File: config.mk
export PLATFORM = sky130hd
export DESIGN_NAME = fpcq_status
export DESIGN_NICKNAME = d
export VERILOG_FILES = /design/src/rtl/fpcq_pkg.sv /design/src/rtl/fpcq_select.sv /design/src/rtl/fpcq_decode.sv /design/src/rtl/fpcq_next.sv /design/src/rtl/fpcq_status.sv
export SDC_FILE = /design/constraint.sdc
export NUM_CORES = 1
export LEC_CHECK = 0
export BUFFER_PORTS_ARGS = -buffer_cell sky130_fd_sc_hd__buf_2
export CAP_MARGIN = 20
export CELL_PAD_IN_SITES_DETAIL_PLACEMENT = 1
export CELL_PAD_IN_SITES_GLOBAL_PLACEMENT = 2
export CORE_UTILIZATION = 25
export DETAILED_ROUTE_END_ITERATION = 7
export GPL_ROUTABILITY_DRIVEN = 0
export GPL_TIMING_DRIVEN = 0
export MAX_ROUTING_LAYER = met4
export PLACE_DENSITY_LB_ADDON = 0.1
export SLEW_MARGIN = 20
export SYNTH_ARGS = -nofsm -noshare
export SYNTH_HDL_FRONTEND = slang
export SYNTH_SLANG_ARGS = --single-unit
File: constraint.sdc
create_clock -name clk -period 2.79 [get_ports clk]
set_clock_uncertainty 0.05 [all_clocks]
set_input_delay 0.558 -clock clk [delete_from_list [all_inputs] [get_ports clk]]
set_output_delay 0.558 -clock clk [all_outputs]
set_load 0.02 [all_outputs]
File: src/rtl/fpcq_pkg.sv
package fpcq_pkg;

    typedef enum logic [1:0] {
        REL_GT = 2'd0,
        REL_LT = 2'd1,
        REL_EQ = 2'd2,
        REL_UN = 2'd3
    } rel_e;

    // Condition mask: field order matters, greater sits at the top bit
    typedef struct packed {
        logic on_gt;
        logic on_lt;
        logic on_eq;
        logic on_un;
        logic signaling;
    } cmask_t;

    typedef enum logic [1:0] {
        UPD_HOLD,
        UPD_TARGET,
        UPD_QUEUE,
        UPD_LOAD
    } upd_e;

    function automatic logic pick_outcome(rel_e rel, cmask_t m);
        logic r;
        case (rel)
            REL_GT:  r = m.on_gt;
            REL_LT:  r = m.on_lt;
            REL_EQ:  r = m.on_eq;
            default: r = m.on_un;
        endcase
        return r;
    endfunction

endpackage

File: src/rtl/fpcq_select.sv
module fpcq_select
    import fpcq_pkg::*;
(
    input  rel_e   rel_i,
    input  cmask_t mask_i,
    output logic   outcome_o,
    output logic   signaling_o
);

    always_comb begin
        outcome_o   = pick_outcome(rel_i, mask_i);
        signaling_o = mask_i.signaling;
    end

endmodule

File: src/rtl/fpcq_decode.sv
module fpcq_decode
    import fpcq_pkg::*;
#(
    parameter int WORD_W = 32,
    parameter int QLEN   = 10,
    parameter int QHEAD  = 21,
    parameter int Y_W    = 4
) (
    input  logic              strobe_i,
    input  logic              load_i,
    input  logic [Y_W-1:0]    target_i,
    output upd_e              kind_o,
    output logic [WORD_W-1:0] sel_o
);

    localparam logic [Y_W-1:0] Y_MAX = Y_W'(QLEN);

    logic in_range;

    assign in_range = (target_i != '0) && (target_i <= Y_MAX);

    always_comb begin
        if (load_i)
            kind_o = UPD_LOAD;
        else if (!strobe_i)
            kind_o = UPD_HOLD;
        else if (target_i == '0)
            kind_o = UPD_QUEUE;
        else if (in_range)
            kind_o = UPD_TARGET;
        else
            kind_o = UPD_HOLD;
    end

    // One-hot pointer onto the addressed condition bit
    generate
        for (genvar k = 1; k <= QLEN; k++) begin : g_sel
            assign sel_o[QHEAD+1-k] = (target_i == Y_W'(k));
        end
        if (QHEAD + 1 < WORD_W) begin : g_hi
            assign sel_o[WORD_W-1:QHEAD+1] = '0;
        end
        if (QHEAD + 1 - QLEN > 0) begin : g_lo
            assign sel_o[QHEAD-QLEN:0] = '0;
        end
    endgenerate

endmodule

File: src/rtl/fpcq_next.sv
module fpcq_next
    import fpcq_pkg::*;
#(
    parameter int WORD_W  = 32,
    parameter int QLEN    = 10,
    parameter int QHEAD   = 21,
    parameter int CUR_BIT = 26
) (
    input  upd_e              kind_i,
    input  logic [WORD_W-1:0] cur_i,
    input  logic [WORD_W-1:0] sel_i,
    input  logic              outcome_i,
    input  logic [WORD_W-1:0] load_i,
    output logic [WORD_W-1:0] nxt_o
);

    localparam int QLOW = QHEAD - QLEN;

    logic [WORD_W-1:0] shifted;

    // History shift: each slot takes its upper neighbour
    always_comb begin
        shifted = cur_i;
        for (int i = QLOW; i < QHEAD; i++)
            shifted[i] = cur_i[i+1];
        shifted[QHEAD]   = cur_i[CUR_BIT];
        shifted[CUR_BIT] = outcome_i;
    end

    always_comb begin
        case (kind_i)
            UPD_LOAD:   nxt_o = load_i;
            UPD_TARGET: nxt_o = (cur_i & ~sel_i) | (sel_i & {WORD_W{outcome_i}});
            UPD_QUEUE:  nxt_o = shifted;
            default:    nxt_o = cur_i;
        endcase
    end

endmodule

File: src/rtl/fpcq_status.sv
module fpcq_status
    import fpcq_pkg::*;
#(
    parameter int          WORD_W    = 32,
    parameter int          QLEN      = 10,
    parameter int          QHEAD     = 21,
    parameter int          CUR_BIT   = 26,
    parameter logic [31:0] RESET_VAL = 32'h0,
    localparam int         Y_W       = $clog2(QLEN + 1)
) (
    input  logic              clk,
    input  logic              rst,
    input  logic              cmp_strobe,
    input  logic [1:0]        cmp_rel,
    input  logic [4:0]        cmp_mask,
    input  logic [Y_W-1:0]    cmp_target,
    input  logic              sw_load,
    input  logic [WORD_W-1:0] sw_data,
    output logic [WORD_W-1:0] status_word,
    output logic              cmp_signaling
);

    logic              outcome;
    upd_e              kind;
    logic [WORD_W-1:0] sel;
    logic [WORD_W-1:0] nxt;

    fpcq_select u_select (
        .rel_i       (rel_e'(cmp_rel)),
        .mask_i      (cmask_t'(cmp_mask)),
        .outcome_o   (outcome),
        .signaling_o (cmp_signaling)
    );

    fpcq_decode #(
        .WORD_W (WORD_W),
        .QLEN   (QLEN),
        .QHEAD  (QHEAD),
        .Y_W    (Y_W)
    ) u_decode (
        .strobe_i (cmp_strobe),
        .load_i   (sw_load),
        .target_i (cmp_target),
        .kind_o   (kind),
        .sel_o    (sel)
    );

    fpcq_next #(
        .WORD_W  (WORD_W),
        .QLEN    (QLEN),
        .QHEAD   (QHEAD),
        .CUR_BIT (CUR_BIT)
    ) u_next (
        .kind_i    (kind),
        .cur_i     (status_word),
        .sel_i     (sel),
        .outcome_i (outcome),
        .load_i    (sw_data),
        .nxt_o     (nxt)
    );

    always_ff @(posedge clk) begin
        if (rst)
            status_word <= RESET_VAL[WORD_W-1:0];
        else
            status_word <= nxt;
    end

    // idle cycles keep the word
    p_idle_hold_r8: assert property (@(posedge clk) disable iff (rst)
        (!cmp_strobe && !sw_load) |=> $stable(status_word));

    // load wins and lands one edge later
    p_load_wins_r9: assert property (@(posedge clk) disable iff (rst)
        sw_load |=> (status_word == $past(sw_data)));

    // out-of-range index is ignored
    p_range_ignore_r7: assert property (@(posedge clk) disable iff (rst)
        (cmp_strobe && !sw_load && cmp_target > Y_W'(QLEN)) |=> $stable(status_word));

    // addressed write touches only its own bit
    p_target_only_r4: assert property (@(posedge clk) disable iff (rst)
        (cmp_strobe && !sw_load && cmp_target != '0 && cmp_target <= Y_W'(QLEN)) |=>
        (((status_word ^ $past(status_word)) &
          ~(WORD_W'(1) << (QHEAD + 1 - int'($past(cmp_target))))) == '0));

    // history slides down by one place
    p_queue_slide_r5: assert property (@(posedge clk) disable iff (rst)
        (cmp_strobe && !sw_load && cmp_target == '0) |=>
        (status_word[QHEAD-1:QHEAD-QLEN] == $past(status_word[QHEAD:QHEAD-QLEN+1])));

    // old current condition enters the history head
    p_queue_head_r6: assert property (@(posedge clk) disable iff (rst)
        (cmp_strobe && !sw_load && cmp_target == '0) |=>
        (status_word[QHEAD] == $past(status_word[CUR_BIT])));

endmodule

==> results by group, run 1 <==
Power
  – Pwr Density: 505 mW/mm2
  – LEAKAGE: 1.05 nW
  – Worst vdd ir: 0.168 mV
  – Tot Pwr: 1.20 mW

Detailed routing
  – DRT iter0 DRCs: 36
  – Pre-antenna DRT Iters: 4
  – Final WL: 5.57 mm
  – Routed Antenna Nets: 0
  – Drt drc: 0
  – DR WL/cell: 13.5 um
  – Via density: 4.56
  – Vias post-DR: 1880

Worst setup path
  – Critical Path RT: 2.91 ns
  – Reg2Reg Depth: 4
  – Crit Path Category: input pin to flop
  – Crit-path max FO: 10
  – Worst R2R End: status_word[14]
  – Critical Path Sink Type: flop
  – Flop-to-flop setup slack: 1.81 ns
  – Worst flop-to-flop path startpoint: status_word[15]
  – Crit path DAT: 2.46 ns
  – Critical Path Start Type: input pin

Floorplanning
  – Die Width: 86.4 um
  – Core Area: 0.00683 mm2
  – Rows: 30
  – Die Y: 86.4 um
  – Starting Density: 26.0%
  – Boundary pin count: 80
  – Total die area: 0.00746 mm2

Clock tree
  – Cts hold-fix bufs: 0
  – Root Driver: clkbuf_8
  – Worst-Skew Late Latency: 0.29 ns
  – H-tree depth: 2
  – Cts repair resizes: 0
  – Clock buffer depth: 2
  – Post-CTS Setup Inserts: 0
  – CTS tree: done
  – Clock-pin slew of the registers on the worst-case setup and hold paths: 0.08 ns
  – CTS Buf Count: 5
  – Clock sinks: 32

Final layout
  – Max reg flops: 32
  – Fillers: 899
  – Register area: 641 um2
  – Most flop-heavy register: status_word
  – N_diodes: 0
  – Layout cell share with drive strength beyond 1: 32.9%
  – Final nets: 367
  – Area occupied by multi-input gates: 1000 um2
  – Top flop regs: status_word: 32 flops
  – Synthesis-to-finish area growth: 33.8%
  – Fin cells: 412

Synthesis
  – Largest family of logic cells by synthesized area: simple AND/OR/NAND/NOR gates
  – Adder-cell area share of the yosys netlist: 2.81%
  – Synth area leaders: dfxtp_1 36%, a21oi_1 11%, nor2b_1 7.4%
  – Synth warn: 0
  – Post-synth top area share: 36.0%
  – Post-synthesis cell type count: 29
  – Sequential-to-total area share from yosys stat: 36.0%
  – Complex-gate fraction of the synthesized area: 25.2%
  – Gate Count Post-Synth: 232
  – Synthesized cell area: 0.00178 mm2
  – Area leader, netlist: dfxtp_1
  – Register bit total from synthesis: 32
  – Synth Area in XOR/XNOR: 0%
  – Simple-gate share of the synthesized area: 27.0%
  – Syn_area_per_cell: 7.67 um2
  – Synth Net Count: 283
  – Mux cell area share after synthesis: 1.13%

Min path
  – HP Start: sw_data[31]
  – Hold EP: status_word[31]
  – Hold Crit Class: input pin to flop
  – WHS Path Cells: 3

Placed design
  – Hpwl dp: 4.07 mm
  – Buffers on Ports: 77
  – Placed instance count: 405
  – Setup slack at placement: 0.109 ns

Timing
  – Fmax: 426 MHz
  – Final setup TNS: 0 ns
  – PnR worst setup slack: 0.443 ns
  – Slew margin rel.: 63.8%
  – Post-route minimum period: 2.35 ns
  – RSZ-0062 raised after global routing: no
  – Min Hold Slack: 0.449 ns
  – # setup viols final: 0
  – Worst-Margin Slew: 0.543 ns
  – Slew Limit Fails: 0
  – Final Hold Viols: 0
  – Tcrit/Tclk final: 84.1%

GRT
  – Initial antenna violation count: 0
  – Vias in the first global route: 1756
  – Pin count of the biggest net entering global routing: 11
  – Total track usage: 15.9%
  – Grt ovf: 0
  – First-pass GRT wire length: 8.88 mm

Run status
  – Status: finished clean

Run
  – Max_cap viols: 0
[per-stage QoR]
step | instance area, um2 | utilization (%)
6_report | 2380 | 34.9
5_1_grt | 2380 | 34.9
4_1_cts | 2380 | 34.9
3_5_place_dp | 2280 | 33.4
3_3_place_gp | 2280 | 33.4
2_1_floorplan | 1780 | -
[cell families after synthesis]
kind of cell    count (synthesis)
fa+ha+maj                       4
flops                          32
compound gates                 78
buf+inv                        28
simple gates                   88
mux                             2
[synthesized netlist by cell type (all sizes together)]
cell type and count:
a21oi 40, dfxtp 32, nor2 28, nor2b 24
o21ai 24, nand2 15, buf 13, inv 12
a32oi 10, nand2b 9, nand3b 5, ha 4
clkbuf 3, nand3 3, and2 2, mux2i 2
nand4bb 2, a311oi 1, a31o 1, a31oi 1
o211ai 1
[power by group]
part | internal (mW) | switching (mW) | total (mW)
Sequential | 0.488 | 0.0228 | 0.511
Clock | 0.220 | 0.179 | 0.398
Combinational | 0.115 | 0.177 | 0.292
Total | 0.823 | 0.378 | 1.20
[critical path, cell delays in order]
cell	delay, ns
buf_2	0.14
nor2_1	0.26
nand2_1	0.11
a31oi_2	0.25
ha_1	0.27
buf_4	0.17
buf_6	0.15
a21oi_1	0.17
o21ai_0	0.13
a32oi_1	0.17
o21ai_1	0.08
[routing by layer]
metal	track usage [%]	routed length (um)	vias up	part of all wire, %
met5	-	0	-	0
met4	5.00	69	0	1.2
met3	2.67	213	5	3.8
met2	25.7	2520	53	45
met1	20.4	2770	866	50
li1	-	-	956	-
[placed cells by master, fill, tap and decap left out]
cell,n
o211ai_1,1
buf_2,86
a31oi_2,1
buf_6,2
nor2b_2,1
nor2b_1,21
a21oi_1,40
o21ai_2,1
o21ai_1,12
nand4bb_1,2
nand2_1,15
inv_2,1
nor2_1,27
buf_4,2
dfxtp_1,32
ha_1,4
nand3_1,3
o21ai_0,11
a311oi_1,1
nor2_4,1
a31o_1,1
nor2b_4,2
a32oi_1,10
mux2i_1,2
and2_1,2
clkbuf_1,3
clkbuf_8,7
nand3b_1,5
nand2b_1,9
inv_1,11
[layout make-up]
| cell class | instances | share of cell area, % |
|---|---|---|
| multi-input combinational | 172 | 42.0 |
| timing repair buffer | 77 | 16.2 |
| inverter | 12 | 1.89 |
| clock buffer | 7 | 4.05 |
| sequential | 32 | 26.9 |
| buffer | 16 | 3.94 |
| tap | 96 | 5.04 |
[worst max path at each step]
stage                   from               to  slack (ns)  cells after the start
3_5_place_dp   cmp_target[1]  status_word[20]        0.11                     11
3_3_place_gp   cmp_target[1]  status_word[20]        0.14                     11
2_1_floorplan  cmp_target[2]  status_word[16]        0.52                     11
4_1_cts        cmp_target[1]  status_word[20]        0.43                     11
6_report       cmp_target[1]  status_word[20]        0.44                     11
5_1_grt        cmp_target[1]  status_word[20]        0.24                     11
(Power assumes the default switching activity.)
==> run 2: changes to the inputs <==
- clock period: 2.79 -> 2.2 ns (I/O delays scaled with it)
==> run 2 against run 1 <==
Design area grew 0.95%. Die area unchanged. Routed wire length rose by 0.45%. Total power is 27% higher. Non-clock buffer count up 1. Sequential power increased by 27%. Count of clock-buffer cells in the layout did not move. Setup slack lost 0.31 ns. Utilization is 0.33 points higher. Clock power rose by 27%.
==> results by group, run 2 (synthesized netlist as in run 1, its figures left out) <==
GRT
  – Initial antenna violation count: 0 (unchanged)
  – Met2 GRT Util: 25.7% (unchanged)
  – Pin count of the biggest net entering global routing: 11 (unchanged)
  – First-pass GRT wire length: 8.88 mm (unchanged)
  – Met1 usage: 20.4% (unchanged)
  – Met3 GRT Util: 2.67% (unchanged)
  – Total track usage: 15.9% (unchanged)
  – Grt ovf: 0 (unchanged)
  – Gr busiest metal: met2
  – Vias in the first global route: 1756 (unchanged)

Placed design
  – Placed Area: 0.00228 mm2 (unchanged)
  – Buffers on Ports: 77 (unchanged)
  – Placed instance count: 405 (unchanged)
  – Hpwl dp: 4.07 mm (unchanged)

Worst setup path
  – Critical Path Start Type: input pin
  – Critical Path RT: 2.31 ns (-0.60 ns)
  – Worst flop-to-flop path startpoint: status_word[14]
  – Crit-path max FO: 10 (unchanged)
  – Crit Path Category: input pin to flop
  – Crit path DAT: 2.18 ns (-0.28 ns)
  – Worst R2R End: status_word[14]
  – Reg2Reg Depth: 4 (unchanged)
  – Critical Path Sink Type: flop
  – Flop-to-flop setup slack: 1.23 ns (-0.58 ns)

Timing
  – Slew Limit Fails: 0 (unchanged)
  – Slew margin rel.: 65.3% (+1.5 points)
  – Fmax: 485 MHz
  – Tcrit/Tclk final: 93.8%
  – Final Hold Viols: 0 (unchanged)
  – Worst-Margin Slew: 0.521 ns (-0.0220 ns)
  – # setup viols final: 0 (unchanged)
  – Post-route minimum period: 2.06 ns

Final layout
  – Final nets: 368 (+0.27%)
  – Most flop-heavy register: status_word
  – N_diodes: 0 (unchanged)
  – Layout cell share with drive strength beyond 1: 34.4% (+1.5 points)
  – Commonest non-fill, non-tap cell in the layout: buf_2
  – Max reg flops: 32 (unchanged)
  – Synthesis-to-finish area growth: 35.1%
  – Top flop regs: status_word: 32 flops
  – Post-route cell area: 0.00240 mm2 (+0.95%)
  – Fin cells: 413 (+0.24%)
  – Area occupied by multi-input gates: 0.00101 mm2 (+0.88%)
  – Fillers: 897 (-0.22%)
  – Register area: 641 um2 (unchanged)
  – Most frequent cells in the layout: 84 x buf_2, 39 x a21oi_1, 32 x dfxtp_1, 26 x nor2_1, 21 x nor2b_1

Min path
  – WHS Path Cells: 3 (unchanged)
  – Hold Crit Class: input pin to flop
  – Hold EP: status_word[31]
  – HP Start: sw_data[31]

Clock tree
  – CTS Buf Count: 5 (unchanged)
  – CTS tree: done
  – Root Driver: clkbuf_8
  – Clock-pin slew of the registers on the worst-case setup and hold paths: 0.08 ns (about the same)
  – Clock buffer depth: 2 (unchanged)
  – Worst-Skew Late Latency: 0.29 ns (about the same)
  – Clock sinks: 32 (unchanged)
  – H-tree depth: 2 (unchanged)

Detailed routing
  – Routed Antenna Nets: 0 (unchanged)
  – DR WL/cell: 13.6 um (+0.21%)
  – Final WL: 5.60 mm (+0.45%)
  – Via density: 4.55 (-0.35%)
  – Pre-antenna DRT Iters: 4 (unchanged)
  – DRT iter0 DRCs: 35 (-2.8%)
  – Drt drc: 0 (unchanged)
  – Vias post-DR: 1878 (-0.11%)

Run status
  – Status: finished clean

Floorplanning
  – Core Area: 0.00683 mm2 (unchanged)
  – Die Width: 86.4 um (unchanged)
  – Boundary pin count: 80 (unchanged)
  – Rows: 30 (unchanged)
  – Total die area: 0.00746 mm2 (unchanged)
  – Starting Density: 26.0% (unchanged)
  – Die Y: 86.4 um (unchanged)

Run
  – Max_cap viols: 0 (unchanged)

Power
  – Worst vdd ir: 0.207 mV (+23%)
  – Tot Pwr: 1.53 mW (+27%)
  – Pwr Density: 637 mW/mm2 (+26%)
  – LEAKAGE: 1.06 nW (+1.1%)
==> run 2: cell types whose count changed in the layout (fill, tap and decap cells not counted), sizes merged <==
cell	before	now
clkbuf	10	11
==> run 2: worst max-delay path: stages <==
cell	delay (ns)
clkbuf_4	0.15
and2_4	0.17
o21ai_1	0.16
a31oi_2	0.14
ha_1	0.31
buf_4	0.17
buf_6	0.15
a21oi_1	0.12
o21ai_1	0.10
a32oi_1	0.17
o21ai_1	0.09
==> run 2: area by class of cell <==
| class | count | share of cell area [%] |
|---|---|---|
| Multi-Input combinational cell | 172 | 42.0 |
| Sequential cell | 32 | 26.7 |
| Timing Repair Buffer | 78 | 16.6 |
| Tap cell | 96 | 5.00 |
| Clock buffer | 7 | 4.01 |
| Buffer | 16 | 3.96 |
| Inverter | 12 | 1.87 |
==> run 2: layer usage <==
metal / wire length (um) / up-vias / part of all wire (%)
met5: 0 / - / 0
met3: 201 / 5 / 3.6
met1: 2780 / 861 / 50
met2: 2540 / 51 / 45
li1: - / 961 / -
met4: 73 / 0 / 1.3
==> run 2: report_power, final <==
group / switching [mW] / internal (mW) / total [mW]
clock: 0.226 / 0.279 / 0.505
combinational: 0.226 / 0.150 / 0.377
sequential: 0.0292 / 0.619 / 0.648
==> run 2: metrics by stage <==
step / setup WS (ns) / TNS (ns) / utilization (%) / hold WS (ns)
floorplan: 0.0514 / 0 / - / 0.529
global placement: -0.332 / -6.20 / 33.4 / 0.455
detailed placement: -0.363 / -7.33 / 33.4 / 0.473
CTS: 0.0167 / 0 / 34.9 / 0.322
global route: -0.00532 / -0.00532 / 35.2 / 0.337
finish: 0.137 / 0 / 35.2 / 0.332
==> run 2: worst max path at each step <==
stage,start,end,cells after the start
6_report,cmp_target[0],status_word[14],11
5_1_grt,cmp_target[0],status_word[9],11
4_1_cts,cmp_target[0],status_word[20],11
3_5_place_dp,cmp_target[1],status_word[20],11
3_3_place_gp,cmp_target[1],status_word[20],11
2_1_floorplan,cmp_target[2],status_word[16],11
==> run 2: what timing repair did <==
| item | 4_1_cts | 5_1_grt |
|---|---|---|
| setup buffers | 0 | 1 |
| endpoints found under the setup margin | 2 | 7 |
| hold buffers | 0 | 0 |
| hold endpoints to repair | 0 | 0 |
| resized for setup | 1 | 9 |
| pin swaps | 1 | 2 |
==> run 3: changes to the inputs <==
- CELL_PAD_IN_SITES_DETAIL_PLACEMENT: 1 -> unset
- CELL_PAD_IN_SITES_GLOBAL_PLACEMENT: 2 -> unset
- CORE_UTILIZATION: 25 -> 46
- PLACE_DENSITY: unset -> 0.78
- PLACE_DENSITY_LB_ADDON: 0.1 -> unset
==> run 3 against run 2 <==
Combinational power is 3% lower. First-iteration DRC count is 140% higher. Register-to-register slack better by 0.05 ns. Total power is 3.0% lower. Final cell count is 12% lower. Utilization is 28 points higher. Sequential share of layout area is 0.74 points higher. Routed wire length is 23% lower. Critical endpoint is now status_word[18].
==> results by group, run 3 (synthesized netlist as in run 1, its figures left out) <==
Clock tree
  – Post-CTS Setup Inserts: 0 (unchanged)
  – Clock sinks: 32 (unchanged)
  – Clock buffer depth: 2 (unchanged)
  – Root Driver: clkbuf_8
  – Clock-pin slew of the registers on the worst-case setup and hold paths: 0.07 ns (about the same)
  – CTS Buf Count: 5 (unchanged)
  – CTS tree: done
  – Cts repair resizes: 0 (-1)
  – Cts hold-fix bufs: 0 (unchanged)
  – Worst-Skew Late Latency: 0.27 ns (-0.02 ns)
  – H-tree depth: 2 (unchanged)

Final layout
  – Core Util, Final: 63.4% (+28 points)
  – Most flop-heavy register: status_word
  – Top flop regs: status_word: 32 flops
  – Layout cell share with drive strength beyond 1: 33.9% (-0.52 points)
  – Most frequent cells in the layout: 86 x buf_2, 40 x a21oi_1, 32 x dfxtp_1, 26 x nor2_1, 21 x nor2b_1
  – Final nets: 367 (-0.27%)
  – Post-route cell area: 0.00234 mm2 (-2.7%)
  – Synthesis-to-finish area growth: 31.4%
  – Max reg flops: 32 (unchanged)
  – N_diodes: 0 (unchanged)
  – Commonest non-fill, non-tap cell in the layout: buf_2

Timing
  – Fmax: 478 MHz (-1.5%)
  – Worst-Margin Slew: 0.469 ns (-0.0517 ns)
  – Final Hold Viols: 0 (unchanged)
  – Tcrit/Tclk final: 95.2% (+1.4 points)
  – Post-route minimum period: 2.09 ns (+0.0308 ns)
  – # setup viols final: 0 (unchanged)
  – Slew Limit Fails: 0 (unchanged)
  – Final setup TNS: 0 ns (unchanged)
  – Slew margin rel.: 68.7% (+3.4 points)

Worst setup path
  – Flop-to-flop setup slack: 1.28 ns (+0.05 ns)
  – Critical path's top delay family: compound AO/OA/AOI/OAI gates
  – Worst flop-to-flop path startpoint: status_word[19]
  – Critical Path Start Type: input pin
  – Crit path from: cmp_target[1]
  – Slowest stage delay, CP: 0.26 ns (-0.05 ns)
  – CP bufs+invs: 3 (unchanged)
  – Crit Path Category: input pin to flop
  – Critical Path Sink Type: flop
  – Critical Path Slowest Stage Cell: ha_1
  – CP cell instances: buf_2, nor2_2, nand2_1, a31oi_4, ha_1, buf_4, buf_6, a21oi_1, o21ai_0, a32oi_1, o21ai_1
  – Crit-path max FO: 10 (unchanged)
  – Crit path DAT: 2.19 ns (about the same)
  – Critical Path RT: 2.29 ns (-0.02 ns)

Placed design
  – Buffers on Ports: 77 (unchanged)
  – Hpwl dp: 3.12 mm (-23%)
  – Placed Area: 0.00222 mm2 (-2.6%)

Detailed routing
  – Pre-antenna DRT Iters: 4 (unchanged)
  – Routed Antenna Nets: 0 (unchanged)
  – Final WL: 4.31 mm (-23%)
  – Via density: 5.05 (+11%)
  – Drt drc: 0 (unchanged)
  – DRT iter0 DRCs: 84 (+140%)
  – Vias post-DR: 1837 (-2.2%)
  – DR WL/cell: 11.8 um (-13%)

Min path
  – HP Start: sw_data[1]
  – Hold Crit Class: input pin to flop

Floorplanning
  – Die Width: 64.2 um (-26%)
  – Boundary pin count: 80 (unchanged)
  – Total die area: 0.00412 mm2 (-45%)
  – Core Area: 0.00369 mm2 (-46%)
  – Starting Density: 48.2% (+22 points)
  – Die Y: 64.2 um (-26%)
  – Rows: 22 (-27%)

Run
  – Max_cap viols: 0 (unchanged)

GRT
  – Vias in the first global route: 1655 (-5.8%)
  – First-pass GRT wire length: 7.20 mm (-19%)
  – Grt ovf: 0 (unchanged)
  – Initial antenna violation count: 0 (unchanged)
  – Total track usage: 22.8% (+6.9 points)
  – Pin count of the biggest net entering global routing: 11 (unchanged)

Power
  – Pwr Density: 634 mW/mm2 (-0.33%)
  – Worst vdd ir: 0.300 mV (+45%)
  – LEAKAGE: 1.05 nW (-0.77%)

Run status
  – Status: finished clean
run 3: cell types whose count changed in the layout (fill, tap and decap cells not counted), moves of 2 or more:
| cell | delta |
|---|---|
| o21ai_1 | -3 |
| clkbuf_1 | +2 |
| o21ai_0 | +2 |
| buf_2 | +2 |
| clkbuf_4 | -2 |
run 3: worst paths after layout:
check,cells past startpoint,end
setup reg to reg,4,status_word[19]
hold / removal,3,status_word[1]
hold reg to reg,2,status_word[26]
setup / recovery,11,status_word[18]
run 3: cell type report:
class	instances	area, um2
Fill cell	343	1350
Multi-Input combinational cell	172	1020
Sequential cell	32	641
Timing Repair Buffer	77	385
Clock buffer	7	96.3
Buffer	16	93.8
Tap cell	48	60.1
Inverter	12	45.0
run 3: worst min-delay path, delay by kind of cell:
family / cells / cell delay [ns]
AO/OA/AOI/OAI: 1 / 0.05
buffers and inverters: 1 / 0.07
AND/OR/NAND/NOR: 1 / 0.07
run 3: layer usage:
layer / track usage [%] / wire, um / share of wire, %
met5: - / 0 / 0
met4: 5.00 / 13 / 0.30
met3: 5.36 / 240 / 5.6
met2: 39.0 / 2130 / 49
met1: 27.2 / 1920 / 45
run 3: where the power goes:
part | switching [mW] | leakage (nW) | internal (mW)
Combinational | 0.216 | 0.740 | 0.148
Clock | 0.195 | 0.0503 | 0.278
Sequential | 0.0270 | 0.262 | 0.620
Total | 0.438 | 1.05 | 1.05
run 3: per-stage QoR:
stage,power (mW),instances,hold slack (ns),setup slack [ns]
after floorplan,0.890,232,0.529,0.0514
after global placement,1.01,357,0.454,-0.175
after detailed placement,1.02,357,0.468,-0.213
after CTS,1.50,364,0.334,0.0774
after global routing,1.58,364,0.347,-0.00766
final,1.48,364,0.342,0.106
